[config.mk]
export PLATFORM = sky130hd
export DESIGN_NAME = gpio_led_ctrl
export DESIGN_NICKNAME = d
export VERILOG_FILES = /design/src/rtl/gpio_ctrl_pkg.sv /design/src/rtl/gpio_sync.sv /design/src/rtl/gpio_level_qual.sv /design/src/rtl/gpio_pin_drv.sv /design/src/rtl/gpio_led_ctrl.sv
export SDC_FILE = /design/constraint.sdc
export NUM_CORES = 1
export LEC_CHECK = 0
export BUFFER_PORTS_ARGS = -buffer_cell sky130_fd_sc_hd__buf_2
export CELL_PAD_IN_SITES_DETAIL_PLACEMENT = 1
export CELL_PAD_IN_SITES_GLOBAL_PLACEMENT = 2
export CORE_ASPECT_RATIO = 1.4
export CORE_MARGIN = 4
export CORE_UTILIZATION = 26
export CTS_BUF_LIST = sky130_fd_sc_hd__clkbuf_8 sky130_fd_sc_hd__clkbuf_16
export CTS_CLUSTER_SIZE = 16
export DETAILED_ROUTE_END_ITERATION = 6
export PLACE_DENSITY_LB_ADDON = 0.1
export SLEW_MARGIN = 20
export SYNTH_ARGS = -nofsm -noshare
export SYNTH_HDL_FRONTEND = slang
export SYNTH_SLANG_ARGS = --single-unit
[constraint.sdc]
create_clock -name clk -period 1.1 [get_ports clk]
set_input_delay 0.22 -clock clk [delete_from_list [all_inputs] [get_ports clk]]
set_output_delay 0.22 -clock clk [all_outputs]
set_load 0.005 [all_outputs]
[src/rtl/gpio_ctrl_pkg.sv]
package gpio_ctrl_pkg;
   localparam int unsigned REG_W   = 32;
   localparam int unsigned LED_LSB = 28;
   localparam int unsigned POL_LSB = 24;
   localparam int unsigned EEP_LSB = 20;
   localparam int unsigned BUF_LSB = 16;
   localparam int unsigned DIR_LSB = 8;
   localparam int unsigned GPO_LSB = 3;
   localparam int unsigned DAT_LSB = 0;
   localparam int unsigned EEP_W   = 3;
   localparam int unsigned FLD_MAX = 3;
endpackage

[src/rtl/gpio_sync.sv]
module gpio_sync #(
   parameter int unsigned STAGES = 2
) (
   input  logic clk,
   input  logic rst_n,
   input  logic din,
   output logic dout
);
   logic [STAGES-1:0] chain_q;

   if (STAGES < 2) begin : g_bad_stages
      $error("gpio_sync: STAGES must be at least 2");
   end

   always_ff @(posedge clk or negedge rst_n) begin
      if (!rst_n) chain_q <= '0;
      else        chain_q <= {chain_q[STAGES-2:0], din};
   end

   assign dout = chain_q[STAGES-1];
endmodule

[src/rtl/gpio_level_qual.sv]
module gpio_level_qual #(
   parameter int unsigned QUAL_CYC = 2
) (
   input  logic clk,
   input  logic rst_n,
   input  logic active,
   output logic qual
);
   if (QUAL_CYC == 0) begin : g_bypass
      assign qual = active;
   end else begin : g_count
      localparam int unsigned CW = $clog2(QUAL_CYC + 1);
      localparam logic [CW-1:0] LIMIT = CW'(QUAL_CYC);
      logic [CW-1:0] cnt_q;

      always_ff @(posedge clk or negedge rst_n) begin
         if (!rst_n)              cnt_q <= '0;
         else if (!active)        cnt_q <= '0;
         else if (cnt_q != LIMIT) cnt_q <= cnt_q + 1'b1;
      end

      assign qual = (cnt_q == LIMIT);

      AST_CNT_CAP: assert property (@(posedge clk) disable iff (!rst_n)
         cnt_q <= LIMIT);
      AST_CNT_CLEAR: assert property (@(posedge clk) disable iff (!rst_n)
         !active |=> (cnt_q == '0));
   end
endmodule

[src/rtl/gpio_pin_drv.sv]
module gpio_pin_drv (
   input  logic led_en,
   input  logic dir_out,
   input  logic push_pull,
   input  logic data,
   input  logic led_src,
   output logic oe,
   output logic out
);
   always_comb begin
      oe  = 1'b0;
      out = 1'b0;
      if (led_en) begin
         oe  = 1'b1;
         out = led_src;
      end else if (dir_out) begin
         if (push_pull) begin
            oe  = 1'b1;
            out = data;
         end else begin
            oe  = ~data;
            out = 1'b0;
         end
      end
   end
endmodule

[src/rtl/gpio_led_ctrl.sv]
module gpio_led_ctrl
   import gpio_ctrl_pkg::*;
#(
   parameter int unsigned N_PIN       = 3,
   parameter int unsigned N_GPO       = 2,
   parameter int unsigned QUAL_CYC    = 2,
   parameter int unsigned SYNC_STAGES = 2,
   parameter int unsigned ADDR_W      = 2
) (
   input  logic              clk,
   input  logic              rst_n,
   input  logic              bus_wr,
   input  logic [ADDR_W-1:0] bus_addr,
   input  logic [31:0]       bus_wdata,
   output logic [31:0]       bus_rdata,
   input  logic [N_PIN-1:0]  pad_in,
   output logic [N_PIN-1:0]  pad_out,
   output logic [N_PIN-1:0]  pad_oe,
   input  logic [N_PIN-1:0]  led_src,
   output logic [N_GPO-1:0]  gpo_out,
   output logic              irq
);
   localparam logic [31:0] PIN_M = 32'((1 << N_PIN) - 1);
   localparam logic [31:0] GPO_M = 32'((1 << N_GPO) - 1);
   localparam logic [31:0] EEP_M = 32'((1 << EEP_W) - 1);
   localparam logic [31:0] CFG_WMASK = (PIN_M << LED_LSB) | (PIN_M << POL_LSB)
                                     | (EEP_M << EEP_LSB) | (PIN_M << BUF_LSB)
                                     | (PIN_M << DIR_LSB) | (GPO_M << GPO_LSB)
                                     | (PIN_M << DAT_LSB);
   localparam logic [ADDR_W-1:0] A_CFG = ADDR_W'(0);
   localparam logic [ADDR_W-1:0] A_STS = ADDR_W'(1);
   localparam logic [ADDR_W-1:0] A_EN  = ADDR_W'(2);

   if (N_PIN < 1 || N_PIN > FLD_MAX) begin : g_bad_pin
      $error("gpio_led_ctrl: N_PIN must be 1..3");
   end
   if (N_GPO < 1 || N_GPO > 2) begin : g_bad_gpo
      $error("gpio_led_ctrl: N_GPO must be 1..2");
   end
   if (ADDR_W < 2) begin : g_bad_addr
      $error("gpio_led_ctrl: ADDR_W must be at least 2");
   end

   logic [31:0]      cfg_q;
   logic [N_PIN-1:0] sts_q, en_q;
   logic [N_PIN-1:0] led_en, pol, pp, dir_o, dat;
   logic [N_PIN-1:0] pin_sync, qual, sts_set, w1c, rbk;
   logic [31:0]      rd_cfg;

   assign led_en  = cfg_q[LED_LSB +: N_PIN];
   assign pol     = cfg_q[POL_LSB +: N_PIN];
   assign pp      = cfg_q[BUF_LSB +: N_PIN];
   assign dir_o   = cfg_q[DIR_LSB +: N_PIN];
   assign dat     = cfg_q[DAT_LSB +: N_PIN];
   assign gpo_out = cfg_q[GPO_LSB +: N_GPO];

   assign w1c = (bus_wr && bus_addr == A_STS) ? bus_wdata[N_PIN-1:0] : '0;

   for (genvar i = 0; i < N_PIN; i++) begin : g_pin
      logic active;

      gpio_sync #(.STAGES(SYNC_STAGES)) u_sync (
         .clk(clk), .rst_n(rst_n), .din(pad_in[i]), .dout(pin_sync[i]));

      assign active = (pin_sync[i] == pol[i]);

      gpio_level_qual #(.QUAL_CYC(QUAL_CYC)) u_qual (
         .clk(clk), .rst_n(rst_n), .active(active), .qual(qual[i]));

      gpio_pin_drv u_drv (
         .led_en(led_en[i]), .dir_out(dir_o[i]), .push_pull(pp[i]),
         .data(dat[i]), .led_src(led_src[i]), .oe(pad_oe[i]), .out(pad_out[i]));

      assign sts_set[i] = qual[i] & ~led_en[i];
      assign rbk[i]     = (dir_o[i] & ~led_en[i]) ? dat[i] : pin_sync[i];

      AST_LED_DRIVES: assert property (@(posedge clk) disable iff (!rst_n)
         led_en[i] |-> (pad_oe[i] && pad_out[i] == led_src[i]));
      AST_INPUT_RELEASED: assert property (@(posedge clk) disable iff (!rst_n)
         (!led_en[i] && !dir_o[i]) |-> !pad_oe[i]);
      AST_OD_NO_HIGH: assert property (@(posedge clk) disable iff (!rst_n)
         (!led_en[i] && dir_o[i] && !pp[i]) |-> !pad_out[i]);
      AST_STS_STICKY: assert property (@(posedge clk) disable iff (!rst_n)
         (sts_q[i] && !w1c[i]) |=> sts_q[i]);
      AST_STS_QUALIFIED: assert property (@(posedge clk) disable iff (!rst_n)
         $rose(sts_q[i]) |-> $past(qual[i]));
      AST_LED_NO_STS: assert property (@(posedge clk) disable iff (!rst_n)
         $rose(sts_q[i]) |-> !$past(led_en[i]));
   end

   always_ff @(posedge clk or negedge rst_n) begin
      if (!rst_n) begin
         cfg_q <= '0;
         sts_q <= '0;
         en_q  <= '0;
      end else begin
         if (bus_wr && bus_addr == A_CFG) cfg_q <= bus_wdata & CFG_WMASK;
         if (bus_wr && bus_addr == A_EN)  en_q  <= bus_wdata[N_PIN-1:0];
         sts_q <= (sts_q & ~w1c) | sts_set;
      end
   end

   assign irq = |(sts_q & en_q);

   always_comb begin
      rd_cfg = cfg_q;
      rd_cfg[DAT_LSB +: N_PIN] = rbk;
   end

   always_comb begin
      case (bus_addr)
         A_CFG:   bus_rdata = rd_cfg;
         A_STS:   bus_rdata = 32'(sts_q);
         A_EN:    bus_rdata = 32'(en_q);
         default: bus_rdata = '0;
      endcase
   end

   AST_IRQ_NEEDS_EN: assert property (@(posedge clk) disable iff (!rst_n)
      irq |-> (en_q != '0 && sts_q != '0));
   AST_RSVD_ZERO: assert property (@(posedge clk) disable iff (!rst_n)
      (cfg_q & ~CFG_WMASK) == '0);
endmodule

Word-level counts from Yosys, hierarchy flattened
Index checks and enable logic that the tools add are counted.

operators by class
  add/subtract/negate cells = 3
  reductions and logical operators = 5
  equal/unequal tests = 14
  bitwise logic cells = 16
  mux-type cells = 29

operators by type and width
  kind                 number
  $pmux 31 s3          1
  $mux 1               21
  $mux 2               6
  $ne 2x2->1 const B   6
  $eq 2x2->1 const B   4
  $add 2x1->2 const B  3
  $and 1x1->1          6
  $and 3x3->3          2
  $not 1->1            6
  $eq 1x1->1           3
  $logic_and 1x1->1    3
  $mux 3               1
  $not 3->3            1
  $or 3x3->3           1
  $reduce_or 3->1      1
  $eq 2x1->1 const B   1
  $logic_not 2->1      1

word-level totals
  logic and storage cells = 76
  bits of input ports = 43
  register bits after elaboration = 38

Logic depth before layout (Yosys ltp)
  depth after elaboration = 6
  mapped depth = 5
  gate-level depth less buffers = 5

Cells and area by module
Synthesis repeated with hierarchy kept, for this count alone.

unflattened totals
  cell total of the unflattened synthesis = 168
  area, all modules = 2014.4 um^2

modules (own cells, without submodules)
  module           cells each  instances  area each (um^2)
  gpio_led_ctrl    120         1          1473.9
  gpio_level_qual  9           3          102.6
  gpio_sync        2           3          50.0
  gpio_pin_drv     5           3          27.5

Least setup slack after synthesis
No wires, ideal clock.

  path type = flip-flop to output port
  start point = register cfg_q[10]
  end point = output pad_out[2]
  path slack = -0.009 ns
  arrival time = 0.889 ns
  buffers on the path = 1
  stages on the path, launching flop included = 4
  path through = dfrtp_1 -> nor2b_1 -> a32o_1 -> buf_4

between the ends
  cells in the longest elaborated chain, start to end = 2

ends and longest elaborated chain
  what                    line                 source
  from (decl)             gpio_led_ctrl.sv:44  logic [31:0] cfg_q;
  from (signal assigned)  gpio_led_ctrl.sv:97  if (bus_wr && bus_addr == A_CFG) cfg_q <= bus_wdata & CFG_WMASK;
  $mux 1                  gpio_pin_drv.sv:16   end else if (dir_out) begin
  $mux 1                  gpio_pin_drv.sv:13   if (led_en) begin
  to (decl)               gpio_led_ctrl.sv:17  output logic [N_PIN-1:0] pad_out,

Every way passes these cells.

Worst setup path after layout
  start point = register cfg_q[30]
  end point = output bus_rdata[2]

between the ends
  cells in the longest elaborated chain, start to end = 4

ends and longest elaborated chain
  what         line                  source
  $not 1->1    gpio_led_ctrl.sv:75   assign rbk[i] = (dir_o[i] & ~led_en[i]) ? dat[i] : pin_sync[i];
  $and 1x1->1  gpio_led_ctrl.sv:75
  $mux 1       gpio_led_ctrl.sv:75
  $pmux 31 s3  gpio_led_ctrl.sv:111  case (bus_addr)
  to (decl)    gpio_led_ctrl.sv:15   output logic [31:0] bus_rdata,

Every way passes these cells.

==> reports/metrics.cfg <==
[run_status]
status = complete, but fails checks
violations = setup timing

[finish]
ff_latch_area_sq_um = 950.9
final_cell_count_no_fill = 364
nNetsFinal = 309
n_antenna_cell = 0
fillerInstances = 891
area_delta_synth_final_pct = 44.62
multi_input_area_sq_um = 1008
drive_above_1_share = 0.5947
finish.utilization = 0.3843
design_area_sq_um = 2960

[setup_path]
cp-startpoint = cfg_q[30]
critPathCapture = bus_rdata[2]
critPathTopFamily = flip-flops
crit_fanout = 2
ff2ff_setup_slack_ns = 0.05
r2r-end = g_pin[0].u_qual.g_count.cnt_q[0]
arrival_ns = 1.32
r2r_start = cfg_q[24]
path_buf_inv = 1
path_cells = nor2b_4 -> mux2i_2 -> o21ai_1 -> buf_2
slowest_stage = dfrtp_1
end_kind = output port
r2r_cells = 4
critPathLaunchType = flip-flop
critPathMaxStageDelay_ns = 0.41
critical_path_class = flip-flop to output port
crit_cells = 4
required_ns = 0.88

[route]
num_vias = 1470
viasPerCell = 4.038
drcViolationCount = 0
wirelength_microns = 5127
drtPass1Iterations = 4
drtIter0Drc = 43
wl_per_cell_microns = 14.09
drtAntennaViolNets = 0

[yosys]
synth_area_sq_um = 2047
ys_warn_count = 0
synth_flop_cell = dfrtp_1
synthCells = 174
synth_edf_count = 0
ys_seq_area_frac = 0.4645
async_flop_share = 1.000
ys_types = 29
avgSynthCellArea_sq_um = 11.76
ys_ff_latch = 38

[floorplanning]
row_count = 38
die_x_microns = 82.99
initial_utilization = 0.2658
die_h_microns = 113.0
design.core.area_sq_um = 7702
dieArea_sq_um = 9377
ioPinCount = 84

[cts]
htree_levels = 2
clk_latency_ns = 0.29
cts.clk_slew.worst_paths_ns = 0.08
cts.sink_count = 38
clockRootBuffer = clkbuf_8
cts_tree = built
cts_inserted_buffers = 5
cts_max_path_buffers = 2

[sta]
fmax_ghz = 0.6475
finClkSkew_ns = 0.006561
final_max_slew_viol_count = 0
fin_ws_ns = -0.4444
rsz0062_at_grt = yes
finalSetupViolCount = 29
layout_min_cycle_time_ns = 1.544
finalHoldViolations = 0
period_share = 1.404
setup_tns_ns = -5.400

[placement]
hpwlAfterDp_microns = 3664
placed_area_sq_um = 2532
place_ws_ns = -0.2645
io_buffers = 59
dp_cells = 344
place.gp.congestion = 0.6960

[worst_hold_path]
whs_path_depth = 1
min_path_type = input port to flip-flop

[global_routing]
grt_max_degree = 39
overflow = 0
grtUsageTotal = 0.1121
grt_pass1_wl_microns = 8245
antenna_found_initial = 0
grt_pass1_vias = 1608

[pwr]
p_leak_nw = 1.498
power_density_nw_per_um2 = 1641
ir_worst_vdd_v = 0.0005628

[flow_run]
drv_cap = 0

[worst register-to-register path, stage by stage (launching register included)]
cell and delay, ns:
dfrtp_1 0.38, buf_4 0.13, buf_4 0.13, xor2_1 0.22, nor2_1 0.08
[final cells by class]
| type | count | area share |
|---|---|---|
| clock inverter | 2 | 0.002959 |
| clock buffer | 6 | 0.02790 |
| tap | 100 | 0.04227 |
| inverter | 10 | 0.01268 |
| multi-input combinational | 114 | 0.3407 |
| timing repair buffer | 94 | 0.2523 |
| sequential | 38 | 0.3212 |
[power breakdown]
| group | total (mW) | internal, mW | leakage, nW | switching [mW] |
|---|---|---|---|---|
| Clock | 0.986 | 0.497 | 0.0524 | 0.489 |
| Combinational | 1.88 | 1.15 | 0.992 | 0.734 |
| Sequential | 1.99 | 1.73 | 0.453 | 0.259 |
| Total | 4.86 | 3.38 | 1.50 | 1.48 |
[Yosys cell counts (4+ instances only)]
cell | count | area (sq um)
and2_1 | 10 | 62.56
o21ai_0 | 11 | 55.05
nand2_1 | 4 | 15.01
xor2_1 | 6 | 52.55
inv_1 | 10 | 37.54
and2_2 | 7 | 52.55
a21oi_1 | 6 | 30.03
mux2_4 | 20 | 300.3
nor2_1 | 9 | 33.78
nand2b_1 | 5 | 31.28
buf_4 | 20 | 150.1
dfrtp_1 | 38 | 950.9
[registers in the layout (all words and copies together) (netlist names)]
signal                      flops
g_pin.u_sync.chain_q            6
sts_q                           3
g_pin.u_qual.g_count.cnt_q      6
cfg_q                          20
en_q                            3
[through the flow]
stage | hold slack [ns] | power, mW
after floorplan | -0.07559 | 2.946
after global placement | 0.2096 | 3.442
after detailed placement | 0.2150 | 3.476
after CTS | 0.02077 | 4.770
after global routing | 0.01985 | 5.242
final | 0.03339 | 4.857
[logic make-up (layout without fill, tap and decap cells)]
group,count (synthesis),count (layout),synth area share
compound gates,22,22,0.06235
mux,26,26,0.1779
simple gates,45,45,0.1363
fa+ha+maj,3,3,0.01834
xor+xnor,6,6,0.02567
buf+inv,33,112,0.1131
other cells,1,12,0.001832
flops,38,38,0.4645
[routing by layer]
metal | GRT usage | vias up | wire, microns
met5 | 0 | - | 0
met1 | 0.1298 | 716 | 2116
met4 | 0.03599 | 0 | 74
met2 | 0.2018 | 33 | 2751
li1 | - | 716 | -
met3 | 0.02768 | 5 | 184
[placed cells by master, fill, tap and decap left out, types with 4 or more instances in the layout]
cell type   n
conb_1     12
buf_12      4
nand2b_4    4
and2_4     14
buf_4      17
dfrtp_1    38
clkbuf_8    6
nor2_1      9
mux2_4     20
and2_1      4
o21ai_0     6
buf_2      45
buf_6      27
a21oi_1     5
inv_1      11
xor2_1      6
[worst min-delay path by stage]
stage          startpoint                          to  slack [ns]
3_3_place_gp        rst_n                    cfg_q[8]        0.21
6_report        pad_in[2]  g_pin[2].u_sync.chain_q[0]        0.03
2_1_floorplan       rst_n                    cfg_q[0]       -0.08
5_1_grt         pad_in[1]  g_pin[1].u_sync.chain_q[0]        0.02
3_5_place_dp        rst_n                    cfg_q[8]        0.22
4_1_cts         pad_in[2]  g_pin[2].u_sync.chain_q[0]        0.02
[timing repair]
| action | 4_1_cts | 5_1_grt |
|---|---|---|
| hold endpoints to repair | 38 | 0 |
| pin swaps | 6 | 4 |
| hold buffers | 1 | 0 |
| endpoints found under the setup margin | 27 | 32 |
| buffers inserted | 9 | 8 |
| gates resized for setup | 45 | 21 |
Power figures use the tool's default switching activity.
